--- src/rtl/pin_cos_detect.sv ---
module pin_cos_detect #(
  parameter int NPINS = 4
) (
  input  logic             clk,
  input  logic             rst_n,
  input  logic [NPINS-1:0] pins_i,
  input  logic             tick_i,
  input  logic             det_en_i,
  input  logic             irq_mask_i,
  input  logic             rd_i,
  output logic [2*NPINS-1:0] status_o,
  output logic             irq_o
);

  logic [NPINS-1:0] meta_q, sync_q, level_q, pend_q, flag_q;
  logic [NPINS-1:0] differs, confirm;

  assign differs = sync_q ^ level_q;
  assign confirm = tick_i ? (differs & pend_q) : '0;

  always_ff @(posedge clk) begin
    meta_q <= pins_i;
    sync_q <= meta_q;
    if (!rst_n) begin
      meta_q  <= pins_i;
      sync_q  <= pins_i;
      level_q <= pins_i;
      pend_q  <= '0;
      flag_q  <= '0;
    end else begin
      if (tick_i) pend_q <= differs & ~pend_q;
      level_q <= level_q ^ confirm;
      flag_q  <= (rd_i ? '0 : flag_q) | (det_en_i ? confirm : '0);
    end
  end

  assign status_o = {level_q, flag_q};
  assign irq_o    = irq_mask_i & (|flag_q);

endmodule


--- config.mk ---
export PLATFORM = sky130hd
export DESIGN_NAME = pin_cos_detect
export DESIGN_NICKNAME = d
export VERILOG_FILES = /design/src/rtl/pin_cos_detect.sv
export SDC_FILE = /design/constraint.sdc
export NUM_CORES = 1
export LEC_CHECK = 0
export ABC_AREA = 1
export ABC_CLOCK_PERIOD_IN_PS = 800
export BUFFER_PORTS_ARGS = -buffer_cell sky130_fd_sc_hd__buf_2
export CAP_MARGIN = 10
export CORE_ASPECT_RATIO = 1.1
export CORE_MARGIN = 2
export CORE_UTILIZATION = 40
export CTS_CLUSTER_DIAMETER = 150
export DETAILED_ROUTE_END_ITERATION = 6
export PLACE_DENSITY_LB_ADDON = 0.1
export RECOVER_POWER = 50
export SLEW_MARGIN = 20
export SYNTH_ARGS = -nofsm -noshare
export SYNTH_HDL_FRONTEND = slang
export SYNTH_SLANG_ARGS = --single-unit
--- constraint.sdc ---
create_clock -name clk -period 0.8 [get_ports clk]
set_input_delay 0.16 -clock clk [delete_from_list [all_inputs] [get_ports clk]]
set_output_delay 0.16 -clock clk [all_outputs]
set_load 0.02 [all_outputs]
==> results, run 1 <==
- The number of synthesized register bits is 20.
- The worst register-to-register path has a depth of 6.
- The nature of the critical path startpoint is a flip-flop.
- In this run the critical register-to-register path is launched from level_q[1]$_DFF_P_.
- The static leakage is 0.580 nW.
- The maximum buffer depth of the clock tree is 2.
- Power comes to between 2 and 2.5 mW.
- TritonCTS built the clock tree.
- STA classifies the critical path endpoint as a primary output.
- The clock arrives with 0.00387 ns of skew.
- The floorplan step defined a die boundary enclosing around 2400 sq um.
- In this run the tightest slew margin relative to its limit is 80.4%.
- In the finished design, the share of the clock period the worst path needs comes to 144%.
- The standard cell with the maximum stage delay on the critical path is sky130_fd_sc_hd__dfxtp_4.
- The worst setup path category is flip-flop to primary output.
- The utilization after layout is 69.1%.
- In the routed design, unresolved DRC markers number 0.
- The wire length of the first global-routing pass is 2920 um.
- The floorplan die width is 46.5 um.
- After clock tree synthesis, the clock-pin slew on the worst setup and hold paths is about 0.11 ns.
- The total area inside the core boundary comes to 1820 sq um.
- Among cell families on the critical path, the largest total delay comes from flip-flops.
- Leaving out fill and tap cells, the most frequent cells in the layout are 29 x sky130_fd_sc_hd__nand2_1, 15 x sky130_fd_sc_hd__buf_6, 14 x sky130_fd_sc_hd__nand2_2.
- The number of nets in the synthesized netlist is 118.
- The checks that failed: setup timing.
- The number of antenna violations at the first check in global routing is 0.
- The number of global-route vias before repair is 755.
- For the worst setup path, the data arrival time is ~1 ns.
- Walking the worst path, the cells encountered are nor2_4 -> a21boi_2 -> buf_6.
- The detailed router finished its first iteration with 4 violations.
- The cell accounting for the most synthesized area is sky130_fd_sc_hd__dfxtp_1.
- Setup violations remaining at the end of the flow were counted as 17.
- In this run, CTS created clock tree buffers numbering 3.
- The number of pins with negative max-slew slack in the final report is 0.
- By area the synthesized netlist is led by sky130_fd_sc_hd__dfxtp_1 50%, sky130_fd_sc_hd__nand2_1 19%, sky130_fd_sc_hd__a21oi_1 6.3%.
- At the pin with the least slew margin, the transition time is 0.294 ns.
- For this design the top-level I/O count stands at 19.
- Across the run, the number of max-cap violations was 0.
- The flow ran to the end, but the final reports show violations.
- The later pin in the worst-skew pair is clocked with a latency of roughly 0.31 ns.
- The largest single stage delay on the critical path is 0.37 ns.
- The post-placement cell area is ~1000 sq um.
- The power per cell area is 1770 nW/um^2.
- Port buffering added 18 buffers.
- The cell sitting at the root of the clock tree is a sky130_fd_sc_hd__clkbuf_4.
- The aggregate global routing overflow is 0.
- The hold-critical path depth is 4.
- The filler cells instantiated in the layout total 152.
- In this run the critical register-to-register path is captured at pend_q[1]$_SDFFE_PN0P_.
- The finished cells cover 1260 sq um.
- The instance count of the mapped netlist is 108.
- The detail route stage leaves a number of antenna-violating nets equal to 0.
- The launch instance of the worst min-delay path is rd_i.
- The reg2reg setup slack is -0.08 ns.
- The average instance in the mapped netlist occupies 7.35 sq um.
- In this run the core area contains 16 standard-cell rows.
- The fraction of final layout cells with drive strength greater than 1 is 54.9%.
- The type of the most critical hold path is input port to flip-flop.
- For this block, the routed nets add up to 1800 um of wire.
- The area fraction of the dominant cell type after synthesis is 50.5%.
- Setup repair after global routing could not meet its margin everywhere.
- The combined global-route utilization of all metal layers is between 10% and 20%.
- The leading cell type in the layout, fill and taps excluded is sky130_fd_sc_hd__nand2_1.
- The via count of the routed design is 766.
- Compared with the post-synthesis result, the final layout area differs by 58.7%.
- The total standard cell area after synthesis is 793 sq um.
- The routed design could run at a clock period as short as 1.15 ns.
- The effective utilization at floorplan is about 44%.
- The last weighted congestion value of the routability-driven placer is 0.718.
- The number of buffers and inverters on the critical path is 1.
- The total iterations of the first detailed-routing run is 4.
- Entering global routing, the biggest net connects 12 pins.
- The worst setup slack after layout is -0.351 ns.
- After detailed routing, the average wire length per cell comes to 10.5 um.
- The antenna diode instance count is 0.
- Of all nets on the critical path, the largest fanout is 2.
- For this design, the sink count on the clock tree is 20.
- The Yosys step of the flow raised 0 warnings.
- The post-synthesis cell type count is 15.
- The share of synthesized area occupied by flip-flops and latches is between 50% and 60%.
- The number of nets in the finished design is 155.
- The highest attainable clock frequency is 0.869 GHz.
- Hold timing on the final database bottoms out at a slack of 0.125 ns.
- The worst IR drop on VDD is between 0.001 and 0.0015 V.
- The total half-perimeter wirelength after legalization and detailed placement is about 1200 um.
- Measured along the y axis, the die boundary spans 50.7 um.
- The number of levels in the clock H-tree is 1.
- At the worst endpoint, the required time is 0.64 ns.
- Using the TritonRoute via totals, the vias-per-cell ratio works out to 4.48.
- The count of endpoints failing hold in the final timing report was 0.
- The worst hold path endpoint is flag_q[0]$_SDFF_PN0_.
==> state kept, by name, indices dropped and copies added (netlist names) <==
signal and cells:
flag_q 4, level_q 4, meta_q 4, pend_q 4, sync_q 4
==> tightest hold or removal path: stages <==
cell                      delay [ns]
sky130_fd_sc_hd__buf_2          0.07
sky130_fd_sc_hd__inv_1          0.06
sky130_fd_sc_hd__nand2_1        0.06
sky130_fd_sc_hd__a21oi_1        0.05
==> area by class of cell <==
cell class	instances	area (sq um)	share of cell area [%]
Sequential cell	20	425	33.8
Multi-Input combinational cell	71	395	31.4
Timing Repair Buffer	34	309	24.6
Clock buffer	4	36.3	2.88
Tap cell	27	33.8	2.68
Inverter	15	58.8	4.67
==> where the power goes <==
part           leakage [nW]  internal (mW)  switching, mW
Clock                0.0210          0.278          0.326
Sequential            0.171           1.07         0.0665
Combinational         0.388          0.241          0.243
Total                 0.580           1.59          0.635
==> cells in the mapped netlist <==
master,n
sky130_fd_sc_hd__inv_2,2
sky130_fd_sc_hd__nor2_1,4
sky130_fd_sc_hd__a21boi_0,1
sky130_fd_sc_hd__nand2_4,1
sky130_fd_sc_hd__nand2_1,41
sky130_fd_sc_hd__nor2_2,2
sky130_fd_sc_hd__dfxtp_1,20
sky130_fd_sc_hd__a21oi_2,2
sky130_fd_sc_hd__o21ai_1,6
sky130_fd_sc_hd__buf_2,1
sky130_fd_sc_hd__a21oi_1,10
sky130_fd_sc_hd__inv_1,13
sky130_fd_sc_hd__nand2_2,2
sky130_fd_sc_hd__o21ai_0,2
sky130_fd_sc_hd__buf_6,1
==> per-stage QoR <==
stage	cells	worst slack, ns	setup TNS, ns
floorplan	108	-0.0406	-0.0406
global placement	158	-0.0330	-0.106
detailed placement	158	-0.0772	-0.321
CTS	170	-0.352	-2.47
global route	171	-0.394	-3.07
finish	171	-0.351	-2.36
==> worst max path at each step <==
stage          cells past startpoint  slack, ns            endpoint                  from
2_1_floorplan                      2      -0.04               irq_o  flag_q[3]$_SDFF_PN0_
3_3_place_gp                       4      -0.03  level_q[0]$_DFF_P_                tick_i
3_5_place_dp                       4      -0.08  level_q[3]$_DFF_P_                tick_i
4_1_cts                            3      -0.35               irq_o  flag_q[1]$_SDFF_PN0_
5_1_grt                            3      -0.39               irq_o  flag_q[3]$_SDFF_PN0_
6_report                           3      -0.35               irq_o  flag_q[1]$_SDFF_PN0_
==> repair_timing <==
item,in CTS,in global routing
hold endpoints to repair,4,0
pin swaps,2,8
cloned,0,0
hold buffers,4,0
setup buffers,4,1
endpoints found under the setup margin,12,21
gates resized for setup,26,33
==> cell families after synthesis <==
| logic type | after synthesis | share of synthesized area, % |
|---|---|---|
| flops | 20 | 50.5 |
| buf+inv | 17 | 9.15 |
| compound gates | 21 | 14.5 |
| simple gates | 50 | 25.9 |
==> per-layer routing <==
layer	global-route usage (%)	vias up	share of wire [%]
met2	29.6	16	50
met1	19.2	342	45
li1	-	403	-
met4	10.0	0	2.4
met5	0	-	0
met3	2.16	5	3.1
(Power assumes the default switching activity.)
==> run 2, diff against run 1 <==
ABC_AREA = not set   (was 1)
==> run 2 against run 1 <==
The flow still finishes with violations (setup timing). Clock skew down 0.0016 ns. Clock power is 6.8% lower. Sequential cell count is the same. Global-route usage down 0.39 points. Via count shrank 12%. Hold slack better by 0.0058 ns. Sequential power about the same. Critical endpoint unchanged.
==> results, run 2 <==
- Row generation in the floorplan step produced 17 rows.
- The aggregate global routing overflow is 0.
- During I/O placement, the number of pins put on the boundary was 19.
- The completed layout was analyzed and its total power is 2.23 mW.
- The capturing element type of the critical path is a primary output.
- The worst pin sits at a relative slew slack of a little under 80%.
- When the netlist entered floorplanning its net count stood at 79.
- The TritonCTS buffer count is 3.
- Counting flops with a built-in enable in the synthesized netlist gives 0.
- After routing the design area is 1300 sq um.
- The instance count of the mapped netlist is 69.
- Setup repair after global routing could not meet its margin everywhere.
- Setup slack on the critical path of the routed design comes to -0.568 ns.
- In the layout the commonest cells are 16 x sky130_fd_sc_hd__buf_6, 13 x sky130_fd_sc_hd__buf_4, 9 x sky130_fd_sc_hd__dfxtp_2.
- The share of total power dissipated in combinational logic is 22.8%.
- The critical path is of the flip-flop to primary output type.
- The clock group share of total power is 25.2%.
- The sequential cell area is 430 sq um.
- The tightest hold path in the finished design has a slack of 0.131 ns.
- The flow ran to the end, but the final reports show violations.
- The share of synthesized area spent on multiplexers is 7.37%.
- Timing analysis after detailed placement gives a worst setup slack of -0.236 ns.
- In this run the static leakage power is 0.551 nW.
- The total half-perimeter wirelength after legalization and detailed placement is 1220 um.
- The routed wire length is 1820 um.
- The XOR/XNOR share of the synthesized area is under 10%.
- The die area is 2410 sq um.
- In the global route stage, overall resource usage came out at 16.8%.
- The compound-gate portion of the synthesized area is 17.4%.
- The number of antenna violations at the first check in global routing is 0.
- The final reports fail on setup timing.
- The leading cell type in the layout, fill and taps excluded is sky130_fd_sc_hd__buf_6.
- The critical path data arrival time is 1.21 ns.
- The number of maximum-capacitance violations is 0.
- For this run, the detailed router's first-pass iteration total came to 2.
- The cell-internal power is between 1.5 and 2 mW.
- For this run, the leading register cell type out of synthesis is sky130_fd_sc_hd__dfxtp_1.
- After synthesis, the share of flip-flops with an asynchronous set or reset is 0%.
- The core region is 1960 sq um.
- The clock net in this run drives a total of 20 sinks.
- The period utilization is 171%.
- CTS built an H-tree with a depth of 1.
- Between clock sinks in the finished design, the worst skew comes to ~0.0022 ns.
- The total standard cell area after synthesis is around 800 sq um.
- The count of endpoints failing hold in the final timing report is 0.
- The highest attainable clock frequency is 0.731 GHz.
- The fraction of power spent switching nets is 25.1%.
- The detailed router placed 673 vias in this run.
- The share of synthesized area occupied by flip-flops and latches is 49.2%.
- The synthesized design devotes to its leading area cell type about half of total area.
- The simple-gate share of the synthesized area is 16.3%.
- Of all nets on the critical path, the largest fanout is 2.
- The number of different library cells used by synthesis comes to 23.
- The worst IR drop on VDD is 0.00119 V.
- Summed over all failing endpoints, the final setup total negative slack is -2.47 ns.
- The path class of the tightest hold or removal check is input port to flip-flop.
- The mean cell area of the mapped netlist is 11.8 sq um.
- The clock latency reported for the late side of the worst-skew pair is 0.29 ns.
- The post-placement cell area is between 1000 and 1500 sq um.
- The library cell with the highest instance count after synthesis is sky130_fd_sc_hd__dfxtp_1.
- The number of global-route vias before repair is 648.
- The number of antenna diodes in the final layout is 0.
- Dividing the detail-routed via count by the number of cells gives 4.84.
- The cell accounting for the most synthesized area is sky130_fd_sc_hd__dfxtp_1.
- In this run the vertical extent of the chip is 51.3 um.
- Data on the critical path is required at its endpoint by 0.64 ns.
- In this run the remaining antenna-violating nets after routing total 0.
- The last weighted congestion value of the routability-driven placer is approximately 0.66.
- The number of DRC violations after detailed routing is 0.
- Setup violations remaining at the end of the flow were counted as 19.
- The clock passes through at most 2 buffers.
- The count of synthesis-stage warnings from yosys is 0.
- The initial utilization of the core area, before any placement, comes to 41.6%.
- The main combinational cell family by area after synthesis is compound AO/OA/AOI/OAI gates.
- The filler cell count is 176.
- TritonCTS built the clock tree.
- The wire length of the first global-routing pass is 2870 um.
- The area growth from synthesis to layout is 59.6%.
- The fraction of final layout cells with drive strength greater than 1 is 62.2%.
- The die is 47.0 um wide.
- The sequential share of power is between 50 and 60%.
- The number of buffer cells added on primary ports is 18.
- The worst-margin pin slew is approximately 0.31 ns.
- The power per cell area is between 1500 and 2000 nW/um^2.
- By area the synthesized netlist is led by sky130_fd_sc_hd__dfxtp_1 49%, sky130_fd_sc_hd__mux2_4 7.4%, sky130_fd_sc_hd__a21bo_2 4.9%.
- The analysis attributes to net switching a power of 561 uW.
- The number of DRC markers in iteration 0 is 3.
- The number of nets in the finished design is ~120.
- The clock root buffer master is sky130_fd_sc_hd__clkbuf_4.
- The number of pins with negative max-slew slack in the final report is 0.
- The post-synthesis share of cell area spent on full adders, half adders and majority gates is 0%.
- The worst setup path is launched from a flip-flop.
- The routed design could run at a clock period as short as 1.37 ns.
- The total area of multi-input combinational cells is 440 sq um.
- Dividing the detail-routed wire length by the instance count gives 13.1 um.
- Synthesis inferred 20 register bits.
- Entering global routing, the biggest net connects 20 pins.
- After clock tree synthesis, the clock-pin slew on the worst setup and hold paths is 0.11 ns.
## run 2: cell count changes in the layout (fill, tap and decap cells not counted), sizes merged, moves of 4 or more
cell,before,now
buf,28,34
nand3,0,4
a21bo,0,4
mux2,0,4
a31oi,0,4
o21ai,8,2
a21oi,12,0
nand2,44,0
nand3b,0,4
inv,15,0
## run 2: final cells by class
class                   instances  area share (%)
flip-flops and latches         20            33.1
well taps                      28            2.69
clock buffers                   4            2.79
multi-input cells              45            33.9
repair buffers                 42            27.5
## run 2: worst max-delay path, stage by stage, from the launching register on
cell and delay (ns):
sky130_fd_sc_hd__dfxtp_2 0.34, sky130_fd_sc_hd__o41a_1 0.44, sky130_fd_sc_hd__buf_6 0.15
## run 2: power groups by stage
stage / clock network, mW / registers [mW] / logic [mW]
final: 0.563 / 1.16 / 0.509
after global routing: 0.627 / 1.17 / 0.547
after CTS: 0.593 / 1.15 / 0.480
after detailed placement: 0 / 1.16 / 0.363
after global placement: 0 / 1.15 / 0.357
after floorplan: 0 / 1.18 / 0.204
## run 2: metal layers
| layer | global-route usage [%] | vias up | part of all wire (%) |
|---|---|---|---|
| li1 | - | 335 | - |
| met4 | 5.56 | 0 | 0.66 |
| met5 | 0 | - | 0 |
| met2 | 28.8 | 11 | 51 |
| met1 | 20.3 | 325 | 45 |
| met3 | 3.18 | 2 | 3.1 |
## run 2: logic make-up (layout without fill, tap and decap cells)
kind of cell / after synthesis / after routing
XOR/XNOR: 4 / 4
buffers and inverters: 4 / 46
AO/OA/AOI/OAI: 17 / 17
multiplexers: 4 / 4
flip-flops: 20 / 20
AND/OR/NAND/NOR: 20 / 20
## run 2: through the flow
step                      utilization [%]  instances
after global placement               52.4        126
after CTS                            65.3        140
after floorplan                         -         69
final                                66.4        139
after detailed placement             52.4        126
after global routing                 66.4        139
## run 2: path summary, 6_finish.rpt
check                           depth (start not counted)  slack [ns]            startpoint                  to
worst min-delay path                                    3        0.13             pins_i[0]  level_q[0]$_DFF_P_
worst min register to register                          1        0.47     meta_q[3]$_DFF_P_   sync_q[3]$_DFF_P_
worst max-delay path                                    2       -0.57  flag_q[2]$_SDFF_PN0_               irq_o
worst max register to register                          3       -0.08    level_q[2]$_DFF_P_  level_q[2]$_DFF_P_
## run 2: repair_timing
| item | 4_1_cts | 5_1_grt |
|---|---|---|
| setup buffers | 6 | 2 |
| pin swaps | 9 | 10 |
| resized for setup | 36 | 9 |
| hold buffers | 4 | 0 |
| endpoints found under the hold margin | 4 | 0 |
| setup endpoints to repair | 17 | 21 |
